**config.mk**
```make
export PLATFORM = sky130hd
export DESIGN_NAME = clksrc_guard
export DESIGN_NICKNAME = d
export VERILOG_FILES = /design/src/rtl/clksrc_pkg.sv /design/src/rtl/clksrc_judge.sv /design/src/rtl/clksrc_regs.sv /design/src/rtl/clksrc_guard.sv
export SDC_FILE = /design/constraint.sdc
export NUM_CORES = 1
export LEC_CHECK = 0
export BUFFER_PORTS_ARGS = -buffer_cell sky130_fd_sc_hd__buf_4
export CAP_MARGIN = 20
export CORE_MARGIN = 3
export CORE_UTILIZATION = 32
export CTS_BUF_LIST = sky130_fd_sc_hd__clkbuf_8 sky130_fd_sc_hd__clkbuf_16
export CTS_CLUSTER_DIAMETER = 150
export CTS_CLUSTER_SIZE = 8
export DETAILED_ROUTE_END_ITERATION = 7
export PLACE_DENSITY = 0.78
export SETUP_SLACK_MARGIN = 0.15
export SYNTH_ARGS = -nofsm -noshare
export SYNTH_HDL_FRONTEND = slang
export SYNTH_SLANG_ARGS = --single-unit
```
**constraint.sdc**
```tcl
create_clock -name clk -period 1.5 [get_ports clk]
set_clock_uncertainty 0.2 [all_clocks]
set_input_delay 0.075 -clock clk [delete_from_list [all_inputs] [get_ports clk]]
set_output_delay 0.075 -clock clk [all_outputs]
set_load 0.02 [all_outputs]
```
**src/rtl/clksrc_pkg.sv**
```systemverilog
package clksrc_pkg;

    typedef enum logic [1:0] {
        SRC_OSC_DIV_A = 2'b00,
        SRC_OSC_DIV_B = 2'b01,
        SRC_PLL       = 2'b10,
        SRC_RESERVED  = 2'b11
    } src_sel_e;

    typedef struct packed {
        logic     pll_on;
        src_sel_e sel;
    } ctrl_t;

    localparam int SEL_LSB  = 0;
    localparam int RUN_BIT  = 4;
    localparam int FLAG_BIT = 8;

    // Allowed direct moves of the select code; staying put is always fine.
    function automatic logic step_ok(input src_sel_e cur, input src_sel_e nxt);
        logic ok;
        if (cur == nxt) begin
            ok = 1'b1;
        end else begin
            case (cur)
                SRC_OSC_DIV_A: ok = (nxt == SRC_OSC_DIV_B) || (nxt == SRC_PLL);
                SRC_OSC_DIV_B: ok = (nxt == SRC_OSC_DIV_A) || (nxt == SRC_RESERVED);
                SRC_PLL:       ok = (nxt == SRC_OSC_DIV_A);
                SRC_RESERVED:  ok = (nxt == SRC_OSC_DIV_B);
                default:       ok = 1'b0;
            endcase
        end
        return ok;
    endfunction

endpackage

```
**src/rtl/clksrc_judge.sv**
```systemverilog
module clksrc_judge
    import clksrc_pkg::*;
(
    input  ctrl_t cur,
    input  ctrl_t req,
    input  logic  fld_wr,
    output ctrl_t nxt,
    output logic  en_rej,
    output logic  sel_rej
);
    logic en_chg;
    logic sel_chg;

    always_comb begin
        en_chg  = (req.pll_on != cur.pll_on);
        sel_chg = (req.sel != cur.sel);

        // Both fields are judged against the contents before the write.
        en_rej  = fld_wr && en_chg && (cur.sel == SRC_PLL);
        sel_rej = fld_wr && sel_chg &&
                  (!step_ok(cur.sel, req.sel) ||
                   ((req.sel == SRC_PLL) && !cur.pll_on));

        nxt = cur;
        if (fld_wr && !en_rej)  nxt.pll_on = req.pll_on;
        if (fld_wr && !sel_rej) nxt.sel    = req.sel;
    end
endmodule

```
**src/rtl/clksrc_regs.sv**
```systemverilog
module clksrc_regs
    import clksrc_pkg::*;
(
    input  logic  clk,
    input  logic  rst,
    input  ctrl_t nxt,
    input  logic  any_rej,
    input  logic  flag_clr,
    output ctrl_t cur,
    output logic  flag,
    output logic  pll_sel
);
    always_ff @(posedge clk) begin
        if (rst) begin
            cur     <= '{pll_on: 1'b0, sel: SRC_OSC_DIV_A};
            flag    <= 1'b0;
            pll_sel <= 1'b0;
        end else begin
            cur <= nxt;
            if (any_rej)       flag <= 1'b1;
            else if (flag_clr) flag <= 1'b0;
            // Reserved code falls to the divided oscillator.
            pll_sel <= (cur.sel == SRC_PLL);
        end
    end
endmodule

```
**src/rtl/clksrc_guard.sv**
```systemverilog
module clksrc_guard
    import clksrc_pkg::*;
#(
    parameter int DATA_W = 16
) (
    input  logic                clk,
    input  logic                rst,
    input  logic                wr_en,
    input  logic [DATA_W-1:0]   wr_data,
    input  logic [DATA_W/8-1:0] wr_be,
    output logic [DATA_W-1:0]   rd_data,
    output logic                viol_o,
    output logic                pll_sel_o
);
    localparam int BE_W = DATA_W / 8;

    ctrl_t cur_q;
    ctrl_t req;
    ctrl_t nxt;
    logic  en_rej;
    logic  sel_rej;
    logic  fld_wr;
    logic  flag_clr;
    logic  flag_q;
    logic  unused_bits;

    assign fld_wr   = wr_en && wr_be[0];
    assign flag_clr = wr_en && wr_be[1] && wr_data[FLAG_BIT];
    assign req.pll_on = wr_data[RUN_BIT];
    assign req.sel    = src_sel_e'(wr_data[SEL_LSB +: 2]);
    assign unused_bits = ^{wr_data, wr_be, BE_W[0]};

    clksrc_judge u_judge (
        .cur     (cur_q),
        .req     (req),
        .fld_wr  (fld_wr),
        .nxt     (nxt),
        .en_rej  (en_rej),
        .sel_rej (sel_rej)
    );

    clksrc_regs u_regs (
        .clk      (clk),
        .rst      (rst),
        .nxt      (nxt),
        .any_rej  (en_rej || sel_rej),
        .flag_clr (flag_clr),
        .cur      (cur_q),
        .flag     (flag_q),
        .pll_sel  (pll_sel_o)
    );

    always_comb begin
        rd_data                  = '0;
        rd_data[SEL_LSB +: 2]    = cur_q.sel;
        rd_data[RUN_BIT]         = cur_q.pll_on;
        rd_data[FLAG_BIT]        = flag_q;
    end

    assign viol_o = flag_q;
endmodule

```
-- After elaboration in Yosys (flattened, before gate mapping)
Index checks and enable logic that the tools add are counted.
- input port bits: 21
- register bits after elaboration: 5
- output and inout port bits: 18
- word-level logic and storage cells: 38
- reduce and logical (&&, ||, !) cells: 21
- multiplexer cells: 4
- equal/unequal tests: 9
- operator list (operator ; number):
    logical AND 1 bit ; 10
    equality test 2 bit, second input constant ; 4
    equality test 2 x 1 -> 1 bit, second input constant ; 2
    logical NOT 1 bit ; 4
    logical NOT 2 bit ; 2
    logical OR 1 bit ; 4
    case mux 1 bit (4 select lines) ; 1
    two-way mux 1 bit ; 3
    equality test 2 bit ; 1
    inequality test 2 bit ; 1
    nonzero test 2 bit ; 1
    inequality test 1 bit ; 1

-- Longest topological paths before layout
Gate-level depths: netlist of run 1.
- word-level depth: 9
- gate-level depth with buffers: 6
- depth with buffers taken out: 6

-- Cells and area by module
A second synthesis of run 1 with hierarchy kept.
- cell total of the unflattened synthesis: 58
- area total of the unflattened synthesis: 484.2 um^2
- by module, submodules not included (module ; cells each ; times used ; sequential area each (um^2) ; area an instance (um^2)):
    clksrc_judge ; 29 ; 1 ; 0.0 ; 214.0
    clksrc_regs ; 12 ; 1 ; 100.1 ; 150.1
    clksrc_guard ; 17 ; 1 ; 0.0 ; 120.1

-- Worst setup path before layout of run 1
No wires, ideal clock.
- kind: reg2reg
- start: register u_regs.cur[2] (netlist name)
- end: register u_regs.cur[0] (netlist name)
- library setup time: 0.070 ns
- arrival: 1.429 ns
- clock period less this slack: 1.699 ns
- stages on the path, launching flop included: 5
- path buffers: 0
- slack: -0.199 ns
- required time: 1.230 ns
- path through: dfxtp_1 nor2b_1 or2_2 or4_1 a21oi_1
- cells in the longest elaborated chain, start to end: 6
- RTL lines (item ; RTL line ; text):
    logical NOT 1 bit ; clksrc_judge.sv:22 ; ((req.sel == SRC_PLL) && !cur.pll_on));
    logical AND 1 bit ; clksrc_judge.sv:22 ;
    logical OR 1 bit ; clksrc_judge.sv:21 ; (!step_ok(cur.sel, req.sel) ||
    logical AND 1 bit ; clksrc_judge.sv:20 ; sel_rej = fld_wr && sel_chg &&
    logical NOT 1 bit ; clksrc_judge.sv:26 ; if (fld_wr && !sel_rej) nxt.sel = req.sel;
    logical AND 1 bit ; clksrc_judge.sv:26 ;
No other way between the ends.
A chain may end at the register's enable or synchronous reset.

-- Final worst setup path of run 1
- start: register u_regs.cur[0] (netlist name)
- end: register u_regs.cur[0] (netlist name)
- cells in the longest elaborated chain, start to end: 8
- elaborated cells between the ends (all ways): 14
- classes of those cells: eq/ne: 5; mux: 2; reduce/logical: 7
- RTL lines (item ; RTL line ; text):
    equality test 2 bit, or another cell as far along ; clksrc_pkg.sv:25 ; case (cur)
    case mux 1 bit (4 select lines) ; clksrc_pkg.sv:25 ;
    two-way mux 1 bit ; clksrc_pkg.sv:22 ; if (cur == nxt) begin
    logical NOT 1 bit ; clksrc_judge.sv:21 ;
    logical OR 1 bit ; clksrc_judge.sv:21 ;
    logical AND 1 bit (*) ; clksrc_judge.sv:20 ;
    logical NOT 1 bit (*) ; clksrc_judge.sv:26 ;
    logical AND 1 bit (*) ; clksrc_judge.sv:26 ;
Every way passes the cells marked *; elsewhere a longest branch is shown, timed or not.

==> impl_metrics.csv, run 1 <==
group,metric,value,unit
placement,globalplace.congestion,0.9331,
logic_synthesis,ys_types,21,
drt,drt_pass1_iterations,3,
sta,finalMaxSlewViolations,0,
layout,antennaDiodeCount,0,
drt,wl_met1,418,um
drt,wl_per_cell,12.47,um
global_route,grt_max_degree,8,
run,maxCapViolations,0,
placement,hpwl,890.4,um
cts,clock_sinks,5,
floorplan,die_area,0.001858,mm^2
layout,layout-drive-gt1-share,55.42,%
logic_synthesis,netlist.area_leader.share,22.73,%
cts,htree_num_levels,1,
setup_path,crit_path_end_kind,"flop",
cts,clockBufferDepth,2,
logic_synthesis,ys_ff_latch,5,
layout,instances_no_fill,97,
logic_synthesis,synth.avg_cell_area,8.310,um^2
setup_path,arrival,1490,ps
setup_path,crit_type,"flop to flop",
global_route,grt_pass1_wl,1.911,mm
sta,fmax,652.2,MHz
status,violations,"negative setup slack",
logic_synthesis,synth.most_common_cell,"buf_4",
sta,setup_violations,1,
sta,fin_ws,-33.31,ps
global_route,grt_usage,14.66,%
logic_synthesis,synth_top_family_by_area,"buffers and inverters",
layout,final_core_util,62.29,%
logic_synthesis,syn_area,440.4,um^2
placement,dp_cells,88,
logic_synthesis,synth_flop_cell,"dfxtp_1",
cts,insertion_delay,220,ps
logic_synthesis,ys_async_sr_fraction,0,%
drt,ant_nets,0,
placement,place_ws,-223.9,ps
global_route,overflow,0,
layout,fin_area,748.2,um^2
setup_path,cp-start-kind,"flop",
logic_synthesis,synth_compound_area_share,12.50,%
layout,area_delta_synth_final,69.89,%
cts,cts_root_buffer,"clkbuf_8",
floorplan,core,0.001201,mm^2
global_route,antenna_found_initial,0,
logic_synthesis,synthSimpleGateAreaFrac,15.63,%
pwr,power.leakage,0.3507,nW
logic_synthesis,ys_warn_count,0,
pwr,fin_total_pwr,589.5,uW
drt,wl,1.210,mm
floorplan,initial_utilization,36.67,%
pwr,p_per_area,787.8,mW/mm^2
logic_synthesis,synthMuxAreaShare,4.545,%
logic_synthesis,synth_xor_area_share,7.955,%
logic_synthesis,synth_area_leader_cell,"dfxtp_1",
logic_synthesis,synthAdderAreaFrac,8.523,%
drt,via_per_inst,4.660,
global_route,grt_pass1_vias,440,
logic_synthesis,synth_common_cells,"buf_4 (13), a21oi_1 (6), dfxtp_1 (5)",
cts,path_clk_slew,40,ps
logic_synthesis,synth-edff-count,0,
floorplan,die_y,43.10,um
drt,num_vias,452,
logic_synthesis,synth_cells,53,
drt,dr.max_layer_used,"met4",
placement,place_area,583.1,um^2
floorplan,design.portCount,39,
drt,wl_met2,653,um
drt,dr.first_iter.drc_count,2,
sta,fin_crit_sh,102.2,%
placement,port_buffers,14,
hold_path,min_path_type,"primary input to flop",
floorplan,fp.dieW,43.10,um
status,outcome,"complete, but fails checks",
setup_path,cp.required,1460,ps
sta,finalHoldViolations,0,
sta,fin_crit,1533,ps
setup_path,crit_fanout,2,
drt,post-route-drc-count,0,
cts,cts_made_buffers,3,
sta,rsz0062_at_grt,"true",
logic_synthesis,synth.top_cells.by_area,"dfxtp_1 (23%), buf_4 (22%), ha_1 (8.5%), a21oi_1 (6.8%), xnor2_1 (6.0%)",
logic_synthesis,synth_seq_area_share,22.73,%
cts,cts_tree,"built",
floorplan,std_cell_rows,12,
layout,nNetsFinal,108,
pwr,peakVddDrop,0.0005246,V
drt,wl_met3,113,um
[worst max-delay path: stages (launching register included)]
cell     delay, ps
dfxtp_4        350
mux2i_2        160
and2_4         170
or4_4          470
a21oi_2        120
[cell usage in the layout, fill, tap and decap left out]
cell,count
o21ai_0,1
dlygate4sd3_1,2
buf_8,1
mux2i_1,1
inv_2,1
xnor2_1,3
or2_4,1
nor2_1,1
inv_1,3
and2_4,1
nor2_2,1
o21ai_1,1
ha_1,3
a21oi_2,2
nor3b_2,1
dfxtp_4,2
clkbuf_8,3
nor4b_2,1
buf_12,1
nor2b_2,1
dfxtp_1,3
nand2_1,1
a21oi_1,4
o31ai_2,2
xor2_4,1
or4_4,1
nand3_1,1
conb_1,12
mux2i_2,1
buf_4,25
nor3b_1,1
[worst paths after layout]
path                         startpoint                         end  slack [ps]  depth (start not counted)
max          u_regs.cur[0]$_SDFFE_PP0P_  u_regs.cur[0]$_SDFFE_PP0P_         -30                          4
min                          wr_data[1]  u_regs.cur[1]$_SDFFE_PP0P_          50                          4
max reg2reg  u_regs.cur[0]$_SDFFE_PP0P_  u_regs.cur[0]$_SDFFE_PP0P_         -30                          4
min reg2reg    u_regs.flag$_SDFFE_PP0P_    u_regs.flag$_SDFFE_PP0P_         370                          2
[metrics by stage]
| step | hold WS (ps) | TNS [ps] |
|---|---|---|
| after detailed placement | 73.61 | -306.0 |
| after global routing | 64.05 | -77.95 |
| after global placement | 69.68 | -153.6 |
| after CTS | 53.60 | -50.78 |
| after floorplan | -65.64 | -110.1 |
| final | 46.06 | -33.31 |
[layout make-up]
cell class,count,area [um^2]
clock inverters,1,3.754
clock buffers,3,41.29
inverters,3,11.26
fillers,106,452.9
well taps,14,17.52
flip-flops and latches,5,107.6
multi-input cells,42,324.1
repair buffers,29,242.7
[kinds of logic after synthesis]
logic type | count (synthesis)
xor+xnor | 4
fa+ha+maj | 3
flops | 5
compound gates | 10
mux | 2
buf+inv | 17
simple gates | 11
other cells | 1
[power by group]
group          switching, mW  internal [mW]  total (mW)
Clock                 0.0725          0.176       0.248
Combinational          0.102         0.0932       0.195
Sequential           0.00597          0.140       0.146
Total                  0.181          0.409       0.589
[state kept, by name, indices dropped and copies added, names as in the netlist]
name / flops
u_regs.flag: 1
u_regs.cur: 3
u_regs.pll_sel: 1
[timing repair]
| item | 4_1_cts | 5_1_grt |
|---|---|---|
| hold endpoints to repair | 5 | 0 |
| hold buffers | 2 | 0 |
| endpoints found under the setup margin | 2 | 4 |
| pin swaps | 4 | 2 |
| buffers inserted | 2 | 1 |
| resized for setup | 5 | 10 |
[per-layer routing]
layer / vias up / global-route usage [%]
met5: - / 0
li1: 210 / -
met4: 0 / 9.036
met3: 4 / 7.627
met1: 213 / 13.43
met2: 25 / 25.07
Power figures use the tool's default switching activity.
==> inputs of run 2 (changes only) <==
- ABC_AREA: unset -> 1
- PLACE_DENSITY: 0.78 -> 0.77
==> run 2 against run 1 <==
- routed wire length decreased by 15%
- sequential cell count unchanged
- the flow now finishes without violations
- first-iteration DRC count increased by 50%
- clock-buffer cell count unchanged
- combinational power decreased by 11%
- total power decreased by 2.0%
- critical path depth increased by 3
- critical path type unchanged
- synthesized area increased by 1.4%
- via count decreased by 2.4%
- hold slack got worse by 39 ps
==> impl_metrics.csv, run 2 <==
group,metric,value,unit
setup_path,cp-start-kind,"flop",
setup_path,crit_type,"flop to flop",
layout,nNetsFinal,116,
sta,fin_setup_tns,0,ps
layout,max_flop_register,"u_regs.cur",
floorplan,std_cell_rows,12,
pwr,fin_total_pwr,577.5,uW
global_route,overflow,0,
logic_synthesis,ys_types,16,
logic_synthesis,synth_flop_cell,"dfxtp_1",
drt,ant_nets,0,
hold_path,worstHoldStart,"wr_data[1]",
setup_path,arrival,1210,ps
logic_synthesis,ys_warn_count,0,
drt,post-route-drc-count,0,
logic_synthesis,synth_seq_area_share,22.41,%
placement,port_buffers,14,
layout,antennaDiodeCount,0,
cts,cts_made_buffers,3,
pwr,internal-power,389.8,uW
drt,num_vias,441,
global_route,met1_usage,12.69,%
placement,place_area,515.5,um^2
logic_synthesis,synth.most_common_cell,"nand2_1",
layout,final_common_cell,"buf_4",
setup_path,startpoint,"u_regs.cur[0]$_SDFFE_PP0P_",
global_route,grt_max_degree,9,
floorplan,fp.dieW,43.36,um
setup_path,crit_fanout,8,
pwr,p_clk_share,42.7,%
cts,path_clk_slew,30,ps
logic_synthesis,syn_area,446.7,um^2
drt,wl_per_cell,9.771,um
sta,rsz0062_at_grt,"true",
cts,htree_num_levels,1,
floorplan,core,0.001201,mm^2
global_route,use_met2,15.34,%
drt,via_per_inst,4.200,
sta,finalHoldViolations,0,
sta,fin_crit_sh,86.23,%
setup_path,cp.required,1410,ps
logic_synthesis,ys_async_sr_fraction,0,%
pwr,power.switching,187.7,uW
sta,setup_violations,0,
pwr,combPwrFrac,30.2,%
logic_synthesis,synth.avg_cell_area,6.569,um^2
floorplan,initial_utilization,37.19,%
pwr,peakVddDrop,0.0005386,V
pwr,power.leakage,0.3540,nW
layout,largest_reg_flops,3,
sta,fin_crit,1293,ps
setup_path,r2r_start,"u_regs.cur[0]$_SDFFE_PP0P_",
layout,fin_area,670.6,um^2
pwr,p_per_area,861.1,mW/mm^2
global_route,grt_usage,11.75,%
floorplan,design.portCount,39,
layout,area_delta_synth_final,50.14,%
drt,dr.first_iter.drc_count,3,
sta,finalMaxSlewViolations,0,
global_route,grt-busiest-layer,"met2",
cts,cts_root_buffer,"clkbuf_8",
logic_synthesis,synth_area_leader_cell,"dfxtp_1",
sta,fmax,773.1,MHz
status,outcome,"finished, final reports clean",
placement,globalplace.congestion,0.8051,
layout,top_regs,"u_regs.cur (3), u_regs.flag (1), u_regs.pll_sel (1)",
global_route,use_met3,7.469,%
cts,clockBufferDepth,2,
logic_synthesis,synth-edff-count,0,
floorplan,die_y,43.36,um
placement,hpwl,720.7,um
logic_synthesis,synth.top_cells.by_area,"dfxtp_1 (22%), buf_4 (22%), nand2_1 (13%), ha_1 (8.4%), inv_1 (5.9%)",
logic_synthesis,ys_ff_latch,5,
setup_path,crit_path_end_kind,"flop",
logic_synthesis,synth_common_cells,"nand2_1 (16), buf_4 (13), inv_1 (7)",
hold_path,min_path_type,"primary input to flop",
cts,insertion_delay,230,ps
pwr,swShare,32.50,%
drt,wl,1.026,mm
layout,layout-drive-gt1-share,39.56,%
layout,final_cell_mix,"buf_4 (16), nand2_1 (12), conb_1 (12)",
pwr,seq_power_share,27.2,%
cts,cts_tree,"built",
run,maxCapViolations,0,
global_route,grt_pass1_wl,1.504,mm
global_route,grt_pass1_vias,350,
global_route,antenna_found_initial,0,
cts,clock_sinks,5,
logic_synthesis,netlist.area_leader.share,22.41,%
logic_synthesis,synth_cells,68,
floorplan,die_area,0.001880,mm^2
drt,drt_pass1_iterations,2,
-- run 2: cell types whose count changed after synthesis, moves of 3 or more --
cell,change
nand2_1,+15
a21oi_1,-3
nand3_1,+4
nor2_1,+3
xnor2_1,-3
inv_1,+4
-- run 2: final timing paths --
| check | end | slack, ps | depth (start not counted) |
|---|---|---|---|
| setup / recovery | u_regs.cur[0]$_SDFFE_PP0P_ | 210 | 7 |
| setup reg to reg | u_regs.cur[0]$_SDFFE_PP0P_ | 210 | 7 |
| hold reg to reg | u_regs.flag$_SDFFE_PP0P_ | 310 | 2 |
| hold / removal | u_regs.cur[1]$_SDFFE_PP0P_ | 7 | 5 |
-- run 2: layout make-up --
type,count,area (um^2)
timing repair buffer,21,170.2
inverter,9,36.28
clock inverter,1,3.754
multi-input combinational,52,294.0
sequential,5,107.6
clock buffer,3,41.29
fill,122,530.5
tap,14,17.52
-- run 2: cell families after synthesis --
logic type	after synthesis	share of synthesized area (%)
adders and majority gates	3	8.404
and+or+nand+nor	30	28.29
DFF	5	22.41
buffers and inverters	22	29.41
xor gates and xnor gates	1	1.961
other	1	0.8395
AOI/OAI and AO/OA	6	8.684
-- run 2: per-stage QoR --
step           std cells  utilization (%)  hold slack (ps)  setup slack [ps]
2_1_floorplan         79                -           -55.59             188.0
3_3_place_gp          94            42.92            68.84             108.3
3_5_place_dp          94            42.92            65.75             83.51
4_1_cts              103            51.25            20.24             180.9
5_1_grt              105            55.83            19.96             107.8
6_report             105            55.83            7.171             206.6
-- run 2: timing repair --
item / 4_1_cts / 5_1_grt
setup buffers: 0 / 2
hold buffers: 5 / 0
pin swaps: 0 / 3
resized for setup: 1 / 13
endpoints found under the setup margin: 1 / 4
endpoints found under the hold margin: 5 / 0
-- run 2: power by group through the flow --
stage,Clock [mW],Sequential (mW),Combinational (mW)
after floorplan,0,0.167,0.110
after global placement,0,0.158,0.138
after detailed placement,0,0.158,0.141
after CTS,0.257,0.157,0.153
after global routing,0.267,0.159,0.192
final,0.246,0.157,0.174
-- run 2: worst max-delay path: stages, from the launching register on --
cell and delay (ps):
dfxtp_4 390, inv_1 50, nand2_1 50, nand2_1 60
a21oi_2 170, nand2_4 100, a21oi_2 120, nor2_1 50
-- run 2: metal layers --
| layer | vias up | routed length (um) | share of wire (%) |
|---|---|---|---|
| li1 | 232 | - | - |
| met1 | 183 | 387 | 38 |
| met5 | - | 0 | 0 |
| met2 | 21 | 492 | 48 |
| met3 | 5 | 111 | 11 |
| met4 | 0 | 35 | 3.4 |
